<file path="src/rtl/pmon_pkg.sv">
package pmon_pkg;
  localparam int ERR_N      = 6;
  localparam int E_EARLY    = 0;
  localparam int E_HOLD     = 1;
  localparam int E_UNSTABLE = 2;
  localparam int E_SHORT    = 3;
  localparam int E_NOSEL    = 4;
  localparam int E_DROP     = 5;

  typedef enum logic [0:0] {
    PH_IDLE = 1'b0,
    PH_OPEN = 1'b1
  } phase_e;
endpackage

</file>
<file path="src/rtl/pmon_tracker.sv">
module pmon_tracker
  import pmon_pkg::*;
#(
  parameter int ADDR_W = 16,
  parameter int DATA_W = 32
) (
  input  logic              clk,
  input  logic              rst_n,
  input  logic              sel,
  input  logic              en,
  input  logic              rdy,
  input  logic [ADDR_W-1:0] addr,
  input  logic              wr,
  input  logic [DATA_W-1:0] wdata,
  output logic              complete,
  output logic              waiting,
  output logic [ERR_N-1:0]  viol
);
  phase_e            ph_q, ph_d;
  logic              done_q;
  logic              cap;
  logic              first;
  logic              mism;
  logic [ADDR_W-1:0] addr_q;
  logic              wr_q;
  logic [DATA_W-1:0] wdata_q;

  // Classify the current bus cycle against the tracked phase.
  always_comb begin
    first    = sel && (ph_q == PH_IDLE);
    complete = sel && en && rdy;
    waiting  = sel && en && !rdy;
    mism     = (addr != addr_q) || (wr != wr_q) || (wr_q && (wdata != wdata_q));

    viol             = '0;
    viol[E_EARLY]    = first && en && !done_q;
    viol[E_HOLD]     = done_q && en;
    viol[E_UNSTABLE] = (ph_q == PH_OPEN) && sel && mism;
    viol[E_SHORT]    = complete && (ph_q == PH_IDLE);
    viol[E_NOSEL]    = en && !sel;
    viol[E_DROP]     = (ph_q == PH_OPEN) && !sel;
  end

  // Next-phase decision and setup capture enable.
  always_comb begin
    ph_d = ph_q;
    cap  = 1'b0;
    unique case (ph_q)
      PH_IDLE: begin
        if (sel && !complete) begin
          ph_d = PH_OPEN;
          cap  = 1'b1;
        end
      end
      PH_OPEN: begin
        if (!sel || complete) ph_d = PH_IDLE;
      end
      default: ph_d = PH_IDLE;
    endcase
  end

  always_ff @(posedge clk or negedge rst_n) begin
    if (!rst_n) begin
      ph_q   <= PH_IDLE;
      done_q <= 1'b0;
    end else begin
      ph_q   <= ph_d;
      done_q <= complete;
    end
  end

  always_ff @(posedge clk or negedge rst_n) begin
    if (!rst_n) begin
      addr_q  <= '0;
      wr_q    <= 1'b0;
      wdata_q <= '0;
    end else if (cap) begin
      addr_q  <= addr;
      wr_q    <= wr;
      wdata_q <= wdata;
    end
  end
endmodule

</file>
<file path="src/rtl/pmon_err_bank.sv">
module pmon_err_bank #(
  parameter int N = 6
) (
  input  logic         clk,
  input  logic         rst_n,
  input  logic         clr,
  input  logic [N-1:0] viol,
  output logic [N-1:0] pulse,
  output logic [N-1:0] sticky
);
  for (genvar i = 0; i < N; i++) begin : g_cls
    logic pulse_q, sticky_q, sticky_d;

    always_comb begin
      sticky_d = sticky_q;
      if (clr)     sticky_d = 1'b0;
      if (viol[i]) sticky_d = 1'b1;
    end

    always_ff @(posedge clk or negedge rst_n) begin
      if (!rst_n) begin
        pulse_q  <= 1'b0;
        sticky_q <= 1'b0;
      end else begin
        pulse_q  <= viol[i];
        sticky_q <= sticky_d;
      end
    end

    assign pulse[i]  = pulse_q;
    assign sticky[i] = sticky_q;
  end
endmodule

</file>
<file path="src/rtl/pmon_satcnt.sv">
module pmon_satcnt #(
  parameter int W = 16
) (
  input  logic         clk,
  input  logic         rst_n,
  input  logic         inc,
  output logic [W-1:0] count
);
  localparam logic [W-1:0] TOP = {W{1'b1}};

  logic [W-1:0] cnt_q, cnt_d;
  logic         step;

  always_comb begin
    step  = inc && (cnt_q != TOP);
    cnt_d = cnt_q + W'(1);
  end

  always_ff @(posedge clk or negedge rst_n) begin
    if (!rst_n)    cnt_q <= '0;
    else if (step) cnt_q <= cnt_d;
  end

  assign count = cnt_q;
endmodule

</file>
<file path="src/rtl/bus_phase_monitor.sv">
module bus_phase_monitor
  import pmon_pkg::*;
#(
  parameter int ADDR_W = 16,
  parameter int DATA_W = 32,
  parameter int CNT_W  = 16
) (
  input  logic              clk,
  input  logic              rst_n,
  input  logic              sel,
  input  logic              en,
  input  logic              rdy,
  input  logic [ADDR_W-1:0] addr,
  input  logic              wr,
  input  logic [DATA_W-1:0] wdata,
  input  logic              clr_sticky,
  output logic              done_pulse,
  output logic [ERR_N-1:0]  err_pulse,
  output logic [ERR_N-1:0]  err_sticky,
  output logic [CNT_W-1:0]  xfer_count,
  output logic [CNT_W-1:0]  wait_count
);
  logic             complete, waiting;
  logic [ERR_N-1:0] viol;
  logic             done_q;

  pmon_tracker #(.ADDR_W(ADDR_W), .DATA_W(DATA_W)) u_trk (
    .clk(clk), .rst_n(rst_n), .sel(sel), .en(en), .rdy(rdy),
    .addr(addr), .wr(wr), .wdata(wdata),
    .complete(complete), .waiting(waiting), .viol(viol)
  );

  pmon_err_bank #(.N(ERR_N)) u_err (
    .clk(clk), .rst_n(rst_n), .clr(clr_sticky), .viol(viol),
    .pulse(err_pulse), .sticky(err_sticky)
  );

  pmon_satcnt #(.W(CNT_W)) u_xfer (
    .clk(clk), .rst_n(rst_n), .inc(complete), .count(xfer_count)
  );

  pmon_satcnt #(.W(CNT_W)) u_wait (
    .clk(clk), .rst_n(rst_n), .inc(waiting), .count(wait_count)
  );

  always_ff @(posedge clk or negedge rst_n) begin
    if (!rst_n) done_q <= 1'b0;
    else        done_q <= complete;
  end

  assign done_pulse = done_q;
endmodule

</file>
<file path="config.mk">
export PLATFORM = sky130hd
export DESIGN_NAME = bus_phase_monitor
export DESIGN_NICKNAME = d
export VERILOG_FILES = /design/src/rtl/pmon_pkg.sv /design/src/rtl/pmon_tracker.sv /design/src/rtl/pmon_err_bank.sv /design/src/rtl/pmon_satcnt.sv /design/src/rtl/bus_phase_monitor.sv
export SDC_FILE = /design/constraint.sdc
export NUM_CORES = 1
export LEC_CHECK = 0
export BUFFER_PORTS_ARGS = -buffer_cell sky130_fd_sc_hd__buf_2
export CAP_MARGIN = 20
export CORE_MARGIN = 2
export CORE_UTILIZATION = 40
export DETAILED_ROUTE_END_ITERATION = 10
export HOLD_SLACK_MARGIN = 0.05
export SLEW_MARGIN = 0
export SYNTH_ARGS = -nofsm -noshare
export SYNTH_HDL_FRONTEND = slang
export SYNTH_HIERARCHICAL = 1
export SYNTH_SLANG_ARGS = --single-unit
</file>
<file path="constraint.sdc">
create_clock -name clk -period 4.7 [get_ports clk]
set_clock_uncertainty 0.1 [all_clocks]
set_input_delay 0.235 -clock clk [delete_from_list [all_inputs] [get_ports clk]]
set_output_delay 0.235 -clock clk [all_outputs]
set_load 0.02 [all_outputs]
</file>
==> impl_metrics.toml <==
[cells_and_area]
syn_to_final_growth_pct = 27.8
final_nets = 558
antennaDiodeCount = 0
drive_gt1_share_pct = 37.5

[routing]
drc_errors = 0
finalWirelength_um = 10200
via_per_inst = 5.14
ant_nets = 0
drtIter0Drc = 153
vias = 3335
dr.pass1.iters = 4
wire_per_inst_um = 15.8

[logic_synthesis]
yosysSeqAreaShare_pct = 50.8
ys_ff_latch = 96
synth_nets = 422
netlist_area_um2 = 4730
synthArstFlopShare_pct = 100
syn_inst = 365
synth_edf_count = 0
yosysTopAreaCell = "dfrtp_1"
yosys.area.top_type_share_pct = 50.8
synth_warnings = 6
yosys-top-cells-area = "dfrtp_1, mux2_2, xor2_1"
synth.distinct_cells = 47
synth.avg_cell_area_um2 = 12.9
dominantRegCellSynth = "dfrtp_1"

[worst_setup_path]
cp_max_fo = 29
criticalPathCategory = "reg -> reg"
cp.arrival_ps = 2270
cp_data_required_time_ps = 4830
endpoint_kind = "flip-flop"
start_kind = "flip-flop"

[timing]
setup_ws_ps = 2570
slew_headroom_pct = 45.8
tightest_slew_ps = 813
min_period_ps = 2130
rsz0062_at_grt = "no"
hold_viol = 0
drv_slew = 0
setup_viol = 0
fin_crit_sh_pct = 45.4
tns_ps = 0
timing.fmax_ghz = 0.468

[min_path]
min_path_type = "in -> reg"

[floorplanning]
rows = 39
chipHeight_um = 113
ioPinCount = 100
initial_core_util_pct = 41.2
die_area_um2 = 12700
core_area_um2 = 11500
die_w_um = 113

[place]
io_buffers = 99
place.gp.congestion = 0.822
hpwl_um = 6830
dpl_worst_slack_ps = 2410

[power_and_ir_drop]
power.leakage_nw = 2.84
power.density_nw_per_um2 = 388
ir_drop_uv = 264

[clock_network]
post-cts-setup-buffer-count = 0
clock_sinks = 96
cts_inserted_buffers = 9
clkTransAtPathRegs_ps = 70
clk_latency_ps = 350
cts_buffer_depth = 2
htreeDepth = 3
cts_tree = "yes"
cts_root_buf = "clkbuf_16"

[grt]
grt_pass1_vias = 3315
grt_pass1_wl_um = 16600
grt-ovfl-total = 0
track_usage_pct = 16.6
grt_max_degree = 64
antenna_found_initial = 0

[status]
status = "finished, final reports clean"

[run]
cap_violations = 0
[path summary, 6_finish.rpt]
path                               from                     end  slack (ps)  cells after the start
setup / recovery             u_trk/ph_q       u_trk/wdata_q[20]        2570                      3
hold / removal                 wdata[3]        u_trk/wdata_q[3]          60                      2
setup reg to reg             u_trk/ph_q       u_trk/wdata_q[20]        2570                      3
hold reg to reg            u_trk/done_q  u_err/g_cls[0].pulse_q         330                      1
max in group asynchronous         rst_n       u_trk/wdata_q[31]        3090                      3
min in group asynchronous         rst_n       u_trk/wdata_q[16]         430                      2
[cells in the mapped netlist (2+ instances only)]
master / count
and3_1: 4
nor4_4: 3
and2b_1: 2
nand3_4: 3
o21a_1: 8
a32oi_1: 2
nand3_1: 11
nand2_1: 9
nand4_4: 2
a31oi_1: 5
a21oi_1: 7
ha_1: 2
nor4_1: 11
dfrtp_1: 96
o31ai_4: 2
and4_1: 3
nor3_1: 3
buf_2: 3
o21ai_0: 3
xnor2_1: 14
nand3_2: 3
nand4_1: 20
nor2_1: 10
xor2_1: 49
mux2_4: 12
buf_4: 12
buf_6: 2
a21o_1: 6
a41oi_1: 2
mux2_2: 39
[placed cells by master (no fill, tap or decap), types with 4 or more instances in the layout]
| cell type | n |
|---|---|
| a31oi_1 | 5 |
| and3_1 | 4 |
| clkbuf_16 | 9 |
| buf_2 | 98 |
| dfrtp_1 | 96 |
| mux2_4 | 12 |
| xnor2_1 | 14 |
| nand3_1 | 11 |
| mux2_2 | 39 |
| nor2_1 | 10 |
| nor4_1 | 11 |
| nand4_1 | 20 |
| a21oi_1 | 7 |
| o21a_1 | 8 |
| nand2_1 | 9 |
| a21o_1 | 6 |
| dlygate4sd3_1 | 42 |
| xor2_1 | 49 |
[worst max-delay path, stage by stage, from the launching register on]
cell	delay (ps)
dfrtp_1	450
nor2b_4	550
buf_4	490
mux2_2	390
[cell families (layout without fill, tap and decap cells)]
| logic type | count (synthesis) | count (layout) | synth area share (%) |
|---|---|---|---|
| xor+xnor | 63 | 63 | 11.7 |
| simple gates | 96 | 96 | 14.9 |
| fa+ha+maj | 2 | 2 | 0.529 |
| mux | 52 | 52 | 13.3 |
| compound gates | 36 | 36 | 5.75 |
| buf+inv | 20 | 161 | 2.94 |
| flops | 96 | 96 | 50.8 |
[timing repair]
action / CTS / global route
resized for setup: 0 / 0
hold buffers: 42 / 0
hold endpoints to repair: 103 / 0
endpoints found under the setup margin: 0 / 0
[through the flow]
stage	instance area [µm²]	std cells	power, mW	util, %	hold slack [ps]
3_5_place_dp	5290	591	1.52	46.1	289
4_1_cts	6040	649	2.38	52.7	51.2
2_1_floorplan	4730	365	1.37	-	-161
6_report	6040	649	2.35	52.7	59.8
3_3_place_gp	5290	591	1.50	46.1	277
5_1_grt	6040	649	2.46	52.7	58.9
[layer usage]
metal | vias to the layer above | track usage [%] | routed length [µm]
li1 | 1589 | - | -
met1 | 1652 | 21.7 | 4750
met2 | 82 | 26.8 | 4880
met3 | 12 | 4.28 | 482
met4 | 0 | 6.02 | 117
met5 | - | 0 | 0
[layout make-up]
type | instances | area (µm²)
clock inverters | 4 | 76.3
well taps | 143 | 179
fillers | 992 | 5430
clock buffers | 12 | 256
flip-flops and latches | 96 | 2400
multi-input cells | 249 | 2180
inverters | 2 | 7.51
repair buffers | 143 | 933
[where the power goes]
group          total [mW]  internal, mW  leakage, nW  switching, mW
logic               0.462         0.235         1.48          0.227
registers            1.07         0.947         1.20          0.127
clock network       0.811         0.496        0.159          0.314
[state kept, by name (all words and copies together) (netlist names)]
register,count
done_pulse,1
u_err/g_cls.pulse_q,6
u_err/g_cls.sticky_q,6
u_trk/addr_q,16
u_trk/done_q,1
u_trk/ph_q,1
u_trk/wdata_q,32
u_trk/wr_q,1
u_wait/count,16
u_xfer/count,16
(Power assumes the default switching activity.)
